**src/rtl/hp5_pkg.sv**
```systemverilog
package hp5_pkg;
  localparam int REF_W = 16;
  localparam int FS    = (1 << (REF_W - 1)) - 1;

  // magnitude of a signed sample, most negative code saturated to FS
  function automatic int mag_of(logic [REF_W-1:0] r);
    int v;
    v = int'($signed(r));
    if (v < 0) v = -v;
    if (v > FS) v = FS;
    return v;
  endfunction

  // compare level on the carrier scale 0..half
  function automatic int level_of(logic [REF_W-1:0] r, int half);
    return (mag_of(r) * half) / (FS + 1);
  endfunction

  // {positive side, upper half of the magnitude range}
  function automatic logic [1:0] band_of(logic [REF_W-1:0] r);
    return {~r[REF_W-1], mag_of(r) >= (FS + 1) / 2};
  endfunction

  // carrier phase after a shift of k quarters, wrapped into one period
  function automatic int phase_of(int cnt, int k, int q);
    int p;
    p = cnt + k * q;
    if (p >= 4 * q) p = p - 4 * q;
    return p;
  endfunction

  // triangular carrier value for a phase
  function automatic int tri_of(int p, int half);
    return (p <= half) ? p : 2 * half - p;
  endfunction
endpackage

```
**src/rtl/hp5_carrier_timer.sv**
```systemverilog
module hp5_carrier_timer #(
  parameter int HALF = 5000,
  localparam int PER = 2 * HALF,
  localparam int Q   = HALF / 2,
  localparam int CW  = $clog2(PER),
  localparam int QW  = $clog2(Q)
) (
  input  logic          clk,
  input  logic          rst_n,
  output logic [CW-1:0] cnt_o,
  output logic          smp_o
);
  logic [QW-1:0] qc;

  always_ff @(posedge clk or negedge rst_n) begin
    if (!rst_n) begin
      cnt_o <= '0;
      qc    <= '0;
    end else begin
      cnt_o <= (cnt_o == CW'(PER - 1)) ? '0 : cnt_o + CW'(1);
      qc    <= (qc == QW'(Q - 1)) ? '0 : qc + QW'(1);
    end
  end

  assign smp_o = (qc == '0);

  AST_CARRIER_WRAP: assert property (@(posedge clk) disable iff (!rst_n)
    (cnt_o == CW'(PER - 1)) |=> (cnt_o == '0));
  AST_SAMPLE_ALIGN: assert property (@(posedge clk) disable iff (!rst_n)
    smp_o |-> ((int'(cnt_o) % Q) == 0));
endmodule

```
**src/rtl/hp5_ref_sampler.sv**
```systemverilog
module hp5_ref_sampler
  import hp5_pkg::*;
(
  input  logic             clk,
  input  logic             rst_n,
  input  logic             smp_i,
  input  logic             three_phase_i,
  input  logic [REF_W-1:0] ref_i,
  output logic [REF_W-1:0] ref_q,
  output logic [1:0]       shift_q
);
  logic [1:0] band_q;
  logic       band_cross;

  assign band_cross = smp_i && three_phase_i && (band_of(ref_i) != band_q);

  always_ff @(posedge clk or negedge rst_n) begin
    if (!rst_n) begin
      ref_q   <= '0;
      band_q  <= 2'b10;
      shift_q <= '0;
    end else begin
      if (smp_i) begin
        ref_q  <= ref_i;
        band_q <= band_of(ref_i);
      end
      if (!three_phase_i)  shift_q <= '0;
      else if (band_cross) shift_q <= shift_q + 2'd1;
    end
  end

  AST_REF_HOLD: assert property (@(posedge clk) disable iff (!rst_n)
    !smp_i |=> $stable(ref_q));
  AST_SHIFT_STEP: assert property (@(posedge clk) disable iff (!rst_n)
    band_cross |=> (shift_q == $past(shift_q) + 2'd1));
  AST_SHIFT_QUIET: assert property (@(posedge clk) disable iff (!rst_n)
    (three_phase_i && !band_cross) |=> $stable(shift_q));
  AST_SINGLE_CLEAR: assert property (@(posedge clk) disable iff (!rst_n)
    !three_phase_i |=> (shift_q == 2'd0));
endmodule

```
**src/rtl/hp5_stack_cmp.sv**
```systemverilog
module hp5_stack_cmp
  import hp5_pkg::*;
#(
  parameter int HALF = 5000,
  parameter int CW   = 14,
  localparam int Q   = HALF / 2
) (
  input  logic          clk,
  input  logic          rst_n,
  input  logic [CW-1:0] cnt_i,
  input  logic [CW-1:0] lvl_i,
  input  logic          en_i,
  input  logic [1:0]    qoff_i,
  output logic [1:0]    gate_o
);
  logic [1:0] hit;

  for (genvar i = 0; i < 2; i++) begin : g_cell
    logic [1:0] k;
    assign k      = qoff_i + 2'(2 * i);
    assign hit[i] = en_i &&
      (int'(lvl_i) > tri_of(phase_of(int'(cnt_i), int'(k), Q), HALF));
  end

  always_ff @(posedge clk or negedge rst_n) begin
    if (!rst_n) gate_o <= '0;
    else        gate_o <= hit;
  end

  AST_IDLE_STACK: assert property (@(posedge clk) disable iff (!rst_n)
    !en_i |=> (gate_o == 2'b00));
  AST_ZERO_LEVEL: assert property (@(posedge clk) disable iff (!rst_n)
    (lvl_i == '0) |=> (gate_o == 2'b00));
endmodule

```
**src/rtl/hybrid_pwm5.sv**
```systemverilog
module hybrid_pwm5
  import hp5_pkg::*;
#(
  parameter int CLK_HZ     = 50_000_000,
  parameter int CARRIER_HZ = 5_000,
  localparam int HALF      = CLK_HZ / (2 * CARRIER_HZ),
  localparam int PER       = 2 * HALF,
  localparam int CW        = $clog2(PER)
) (
  input  logic             clk,
  input  logic             rst_n,
  input  logic             three_phase_i,
  input  logic [REF_W-1:0] ref_i,
  output logic [3:0]       gate_o
);
  logic [CW-1:0]    cnt;
  logic             smp;
  logic [REF_W-1:0] ref_q;
  logic [1:0]       shift_q;
  logic [CW-1:0]    lvl;
  logic [1:0]       qoff [2];
  logic             en   [2];

  hp5_carrier_timer #(.HALF(HALF)) u_timer (
    .clk(clk), .rst_n(rst_n), .cnt_o(cnt), .smp_o(smp));

  hp5_ref_sampler u_sampler (
    .clk(clk), .rst_n(rst_n), .smp_i(smp), .three_phase_i(three_phase_i),
    .ref_i(ref_i), .ref_q(ref_q), .shift_q(shift_q));

  assign lvl     = CW'(level_of(ref_q, HALF));
  assign en[0]   = ~ref_q[REF_W-1];
  assign en[1]   = ref_q[REF_W-1];
  assign qoff[0] = shift_q;
  assign qoff[1] = shift_q + (three_phase_i ? 2'd3 : 2'd0);

  for (genvar s = 0; s < 2; s++) begin : g_stack
    hp5_stack_cmp #(.HALF(HALF), .CW(CW)) u_stack (
      .clk(clk), .rst_n(rst_n), .cnt_i(cnt), .lvl_i(lvl), .en_i(en[s]),
      .qoff_i(qoff[s]), .gate_o(gate_o[2*s +: 2]));
  end

  AST_ONE_STACK: assert property (@(posedge clk) disable iff (!rst_n)
    !((|gate_o[1:0]) && (|gate_o[3:2])));
endmodule

```
**config.mk**
```make
export PLATFORM = sky130hd
export DESIGN_NAME = hybrid_pwm5
export DESIGN_NICKNAME = d
export VERILOG_FILES = /design/src/rtl/hp5_pkg.sv /design/src/rtl/hp5_carrier_timer.sv /design/src/rtl/hp5_ref_sampler.sv /design/src/rtl/hp5_stack_cmp.sv /design/src/rtl/hybrid_pwm5.sv
export SDC_FILE = /design/constraint.sdc
export NUM_CORES = 1
export LEC_CHECK = 0
export BUFFER_PORTS_ARGS = -buffer_cell sky130_fd_sc_hd__buf_2
export CORE_MARGIN = 2
export CORE_UTILIZATION = 45
export DETAILED_ROUTE_END_ITERATION = 8
export GPL_TIMING_DRIVEN = 0
export REMOVE_ABC_BUFFERS = 1
export SYNTH_ARGS = -nofsm -noshare
export SYNTH_HDL_FRONTEND = slang
export SYNTH_SLANG_ARGS = --single-unit
```
**constraint.sdc**
```tcl
create_clock -name clk -period 8.5 [get_ports clk]
set_input_delay 1.7 -clock clk [delete_from_list [all_inputs] [get_ports clk]]
set_output_delay 1.7 -clock clk [all_outputs]
set_load 0.02 [all_outputs]
```
==> summary.md <==
| Metric | Value |
|---|---|
| Status | finished, final reports clean |
| Crit Path Category | in2reg |
| Initial Utilization | a little under half |
| Post-synthesis async set-or-reset flop share | 100% |
| Dominant cell type by area after synthesis | ha_1 |
| Unrepaired setup endpoints after global routing | yes |
| Port Buffers | 22 |
| Clk_lat worst skew | 0.32 ns |
| # fillers | 2,923 |
| GPL Wtd Cong | 0.873 |
| Std cell rows | 64 |
| CTS tree | done |
| CP dominant cell by count | a21oi_1 |
| # diodes | 0 |
| Synthesized area per cell | 7.82 um2 |
| Final HPWL DP | 28,200 um |
| H-tree lvl count | 2 |
| Worst-case clock buffer depth | 2 |
| Final WL | approximately 36,000 um |
| Final Slew Violations | 0 |
| Vias per Instance | 5.70 |
| Root Buffer | clkbuf_16 |
| Largest net degree at the start of global routing | 51 |
| Area share of the largest cell type after synthesis | 21.0% |
| WL/cell | 16.1 um |
| Die Wd | 179 um |
| Worst-margin pin slew | 1.18 ns |
| Hold endpoint | u_sampler.band_q[1]$_DFFE_PN1N_ |
| Nets | 2,128 |
| CP Capture Type | flop |
| Die footprint | between 30,000 and 40,000 um2 |
| TritonCTS Buffers | 5 |
| CP peak stage delay | 0.58 ns |
| Max Fclk | between 100 and 150 MHz |
| Critical path's slowest cell | ha_1 |
| Placed Cells | 2,161 |
| Layout cell share with drive strength beyond 1 | approximately an eighth |
| First-pass GRT wire length | between 50,000 and 60,000 um |
| Startpoint Class | input pin |
| Ports | 23 |
| Tcrit/Tclk final | 96.5% |
| Vias | 12,593 |
| Finished Layout Cells | between 2,000 and 2,500 |
| Final ANT Viol Nets | 0 |
| WP data required | 8.66 ns |
| FF-to-FF Start | u_sampler.ref_q[2]$_DFFE_PN0N_ |
| Hold Violations, Final | 0 |
| Setup violations, final | 0 |
| 1st-iter DRT viols | just over 700 |
| Area growth syn-to-layout | 10.9% |
| Clock Skews | between 0.01 and 0.015 ns |
| Initial antenna violation count | 0 |
| Remaining DRCs | 0 |
| Post-synthesis cell type count | 91 |
| FF-to-FF End | g_stack[0].u_stack.gate_o[0]$_DFF_PN0_ |
| Relative slew margins | 21.2% |
| Hold depth | 2 |
| Clock sinks | 50 |
| Register-to-Register Path Depth | 32 |
| Pre-Repair DR Iteration Count | 6 |
| Number of synthesized register bits | 50 |
| Clk slew on worst S/H paths | 0.08 ns |
| Ranking of synthesized cells by area | ha_1, fa_1, dfrtp_1 |
| Tot GR Track Use | 22.2% |
| Max cap viols | 0 |
| Grt ovf | 0 |
| Synth Warn # | 0 |
| Post-synth EDFFs | 0 |
| Post-CTS Hold Fix Bufs | 0 |
| R2R Setup Slk | roughly 0.40 ns |
| CP Max Fanout | 11 |
| Tightest Hold Check Type | reg2reg |
| Syn Std Cell Area | 13,800 um2 |
| Number of global-route vias before repair | 11,721 |
| Core area | around 30,000 um2 |
| Sequential share of the synthesized area | 9.11% |
| Critical Path AT | approximately 8.4 ns |
| Synth Instances | 1,758 |
| Die H | 179 um |
| Hold Crit Start | u_sampler.band_q[1]$_DFFE_PN1N_ |
| Prevailing post-synth register cell | dfrtp_1 |
| Period minus WS final | roughly 8.2 ns |
cell families (layout without fill, tap and decap cells):
group | count (synthesis) | count (layout) | synth area share [%]
other | 1 | 41 | 0.0273
adder cells (fa/ha/maj) | 295 | 295 | 30.3
buffers and inverters | 242 | 257 | 6.91
AND/OR/NAND/NOR | 587 | 589 | 21.7
XOR/XNOR | 171 | 171 | 10.9
flip-flops | 50 | 50 | 9.11
AO/OA/AOI/OAI | 377 | 377 | 18.3
multiplexers | 35 | 35 | 2.72
synthesized netlist by cell type, drive strengths merged, types with 22 or more instances:
library cell  instances
ha                  231
inv                 186
nand2               137
nor2                132
xnor2               114
a21oi                90
o21ai                82
fa                   64
nand3                57
xor2                 57
dfrtp                49
nor3                 44
clkbuf               32
a21o                 31
nand4                29
nor2b                29
nand2b               24
buf                  23
o21a                 22
worst max path at each step:
stage,slack (ns),to,depth (start not counted),startpoint
2_1_floorplan,0.007,g_stack[1].u_stack.gate_o[0]$_DFF_PN0_,34,three_phase_i
3_3_place_gp,-1.68,g_stack[1].u_stack.gate_o[1]$_DFF_PN0_,34,three_phase_i
3_5_place_dp,-1.71,g_stack[1].u_stack.gate_o[1]$_DFF_PN0_,34,three_phase_i
4_1_cts,-0.02,g_stack[1].u_stack.gate_o[1]$_DFF_PN0_,36,three_phase_i
5_1_grt,-0.13,g_stack[1].u_stack.gate_o[1]$_DFF_PN0_,34,three_phase_i
6_report,0.30,g_stack[1].u_stack.gate_o[1]$_DFF_PN0_,31,three_phase_i
cell usage in the layout (no fill, tap or decap), types with 7 or more instances in the layout:
master      n
xnor2_2    11
nand2_1   127
buf_2      21
ha_1      223
xor2_1     52
mux2_2     19
nand2b_1   23
o21ai_0    69
nand4_1    29
nor3_1     41
or3_1      15
mux2i_1    15
fa_1       62
nand3b_1    8
or2_2      17
nand2_2     9
and2_1     12
o31ai_1    12
dfrtp_1    49
o211ai_1   17
xnor2_1   101
conb_1     41
nand3_1    54
o21ai_1    11
nor2b_1    28
and3_1     18
a211oi_1    7
nor4_1     20
buf_4      39
o21a_1     20
or4_1       9
a21oi_1    84
inv_1     183
nor2_1    131
a31oi_1    17
a21o_1     31
per-layer routing:
metal	routed length [um]	GRT usage, %
met1	17300	31.1
met3	1200	1.78
met2	16400	37.1
met4	658	4.91
met5	0	0
timing repair:
| item | in CTS | in global routing |
|---|---|---|
| setup buffers | 10 | 30 |
| resized for setup | 33 | 78 |
| cloned | 0 | 2 |
| setup endpoints to repair | 4 | 4 |
| pin swaps | 7 | 23 |
| hold endpoints to repair | 0 | 0 |
worst max-delay path: cells and delay by family:
kind	cells	cell delay (ns)
compound gates	14	2.67
fa+ha+maj	3	1.27
mux	2	0.58
buf+inv	2	0.25
simple gates	10	1.87
stage by stage:
| step | hold slack, ns | TNS (ns) | setup slack [ns] | area, um2 | util [%] |
|---|---|---|---|---|---|
| after CTS | 0.499 | -0.0233 | -0.0233 | 14600 | 48.2 |
| after floorplan | 0.460 | 0 | 0.00722 | 13700 | - |
| final | 0.490 | 0 | 0.300 | 15200 | 50.2 |
| after global routing | 0.527 | -0.368 | -0.126 | 15200 | 50.2 |
| after detailed placement | 0.487 | -4.26 | -1.71 | 14300 | 47.0 |
| after global placement | 0.479 | -4.19 | -1.68 | 14300 | 47.0 |
sequential cells by signal (all words and copies together), names as in the netlist:
register                flops
u_timer.qc                 12
u_sampler.band_q            2
u_timer.cnt_o              14
g_stack.u_stack.gate_o      4
u_sampler.ref_q            16
u_sampler.shift_q           2
layout make-up:
| type | count | area, um2 | share of cell area (%) |
|---|---|---|---|
| tap | 396 | 495 | 3.25 |
| inverter | 187 | 702 | 4.60 |
| clock inverter | 3 | 28.8 | 0.189 |
| sequential | 50 | 1250 | 8.21 |
| timing repair buffer | 62 | 429 | 2.81 |
| clock buffer | 5 | 125 | 0.821 |
| multi-input combinational | 1508 | 12200 | 80.1 |
Power is left out: the tool's default activity adds up to more than one toggle a clock period on the data nets, which glitch-free logic cannot reach.
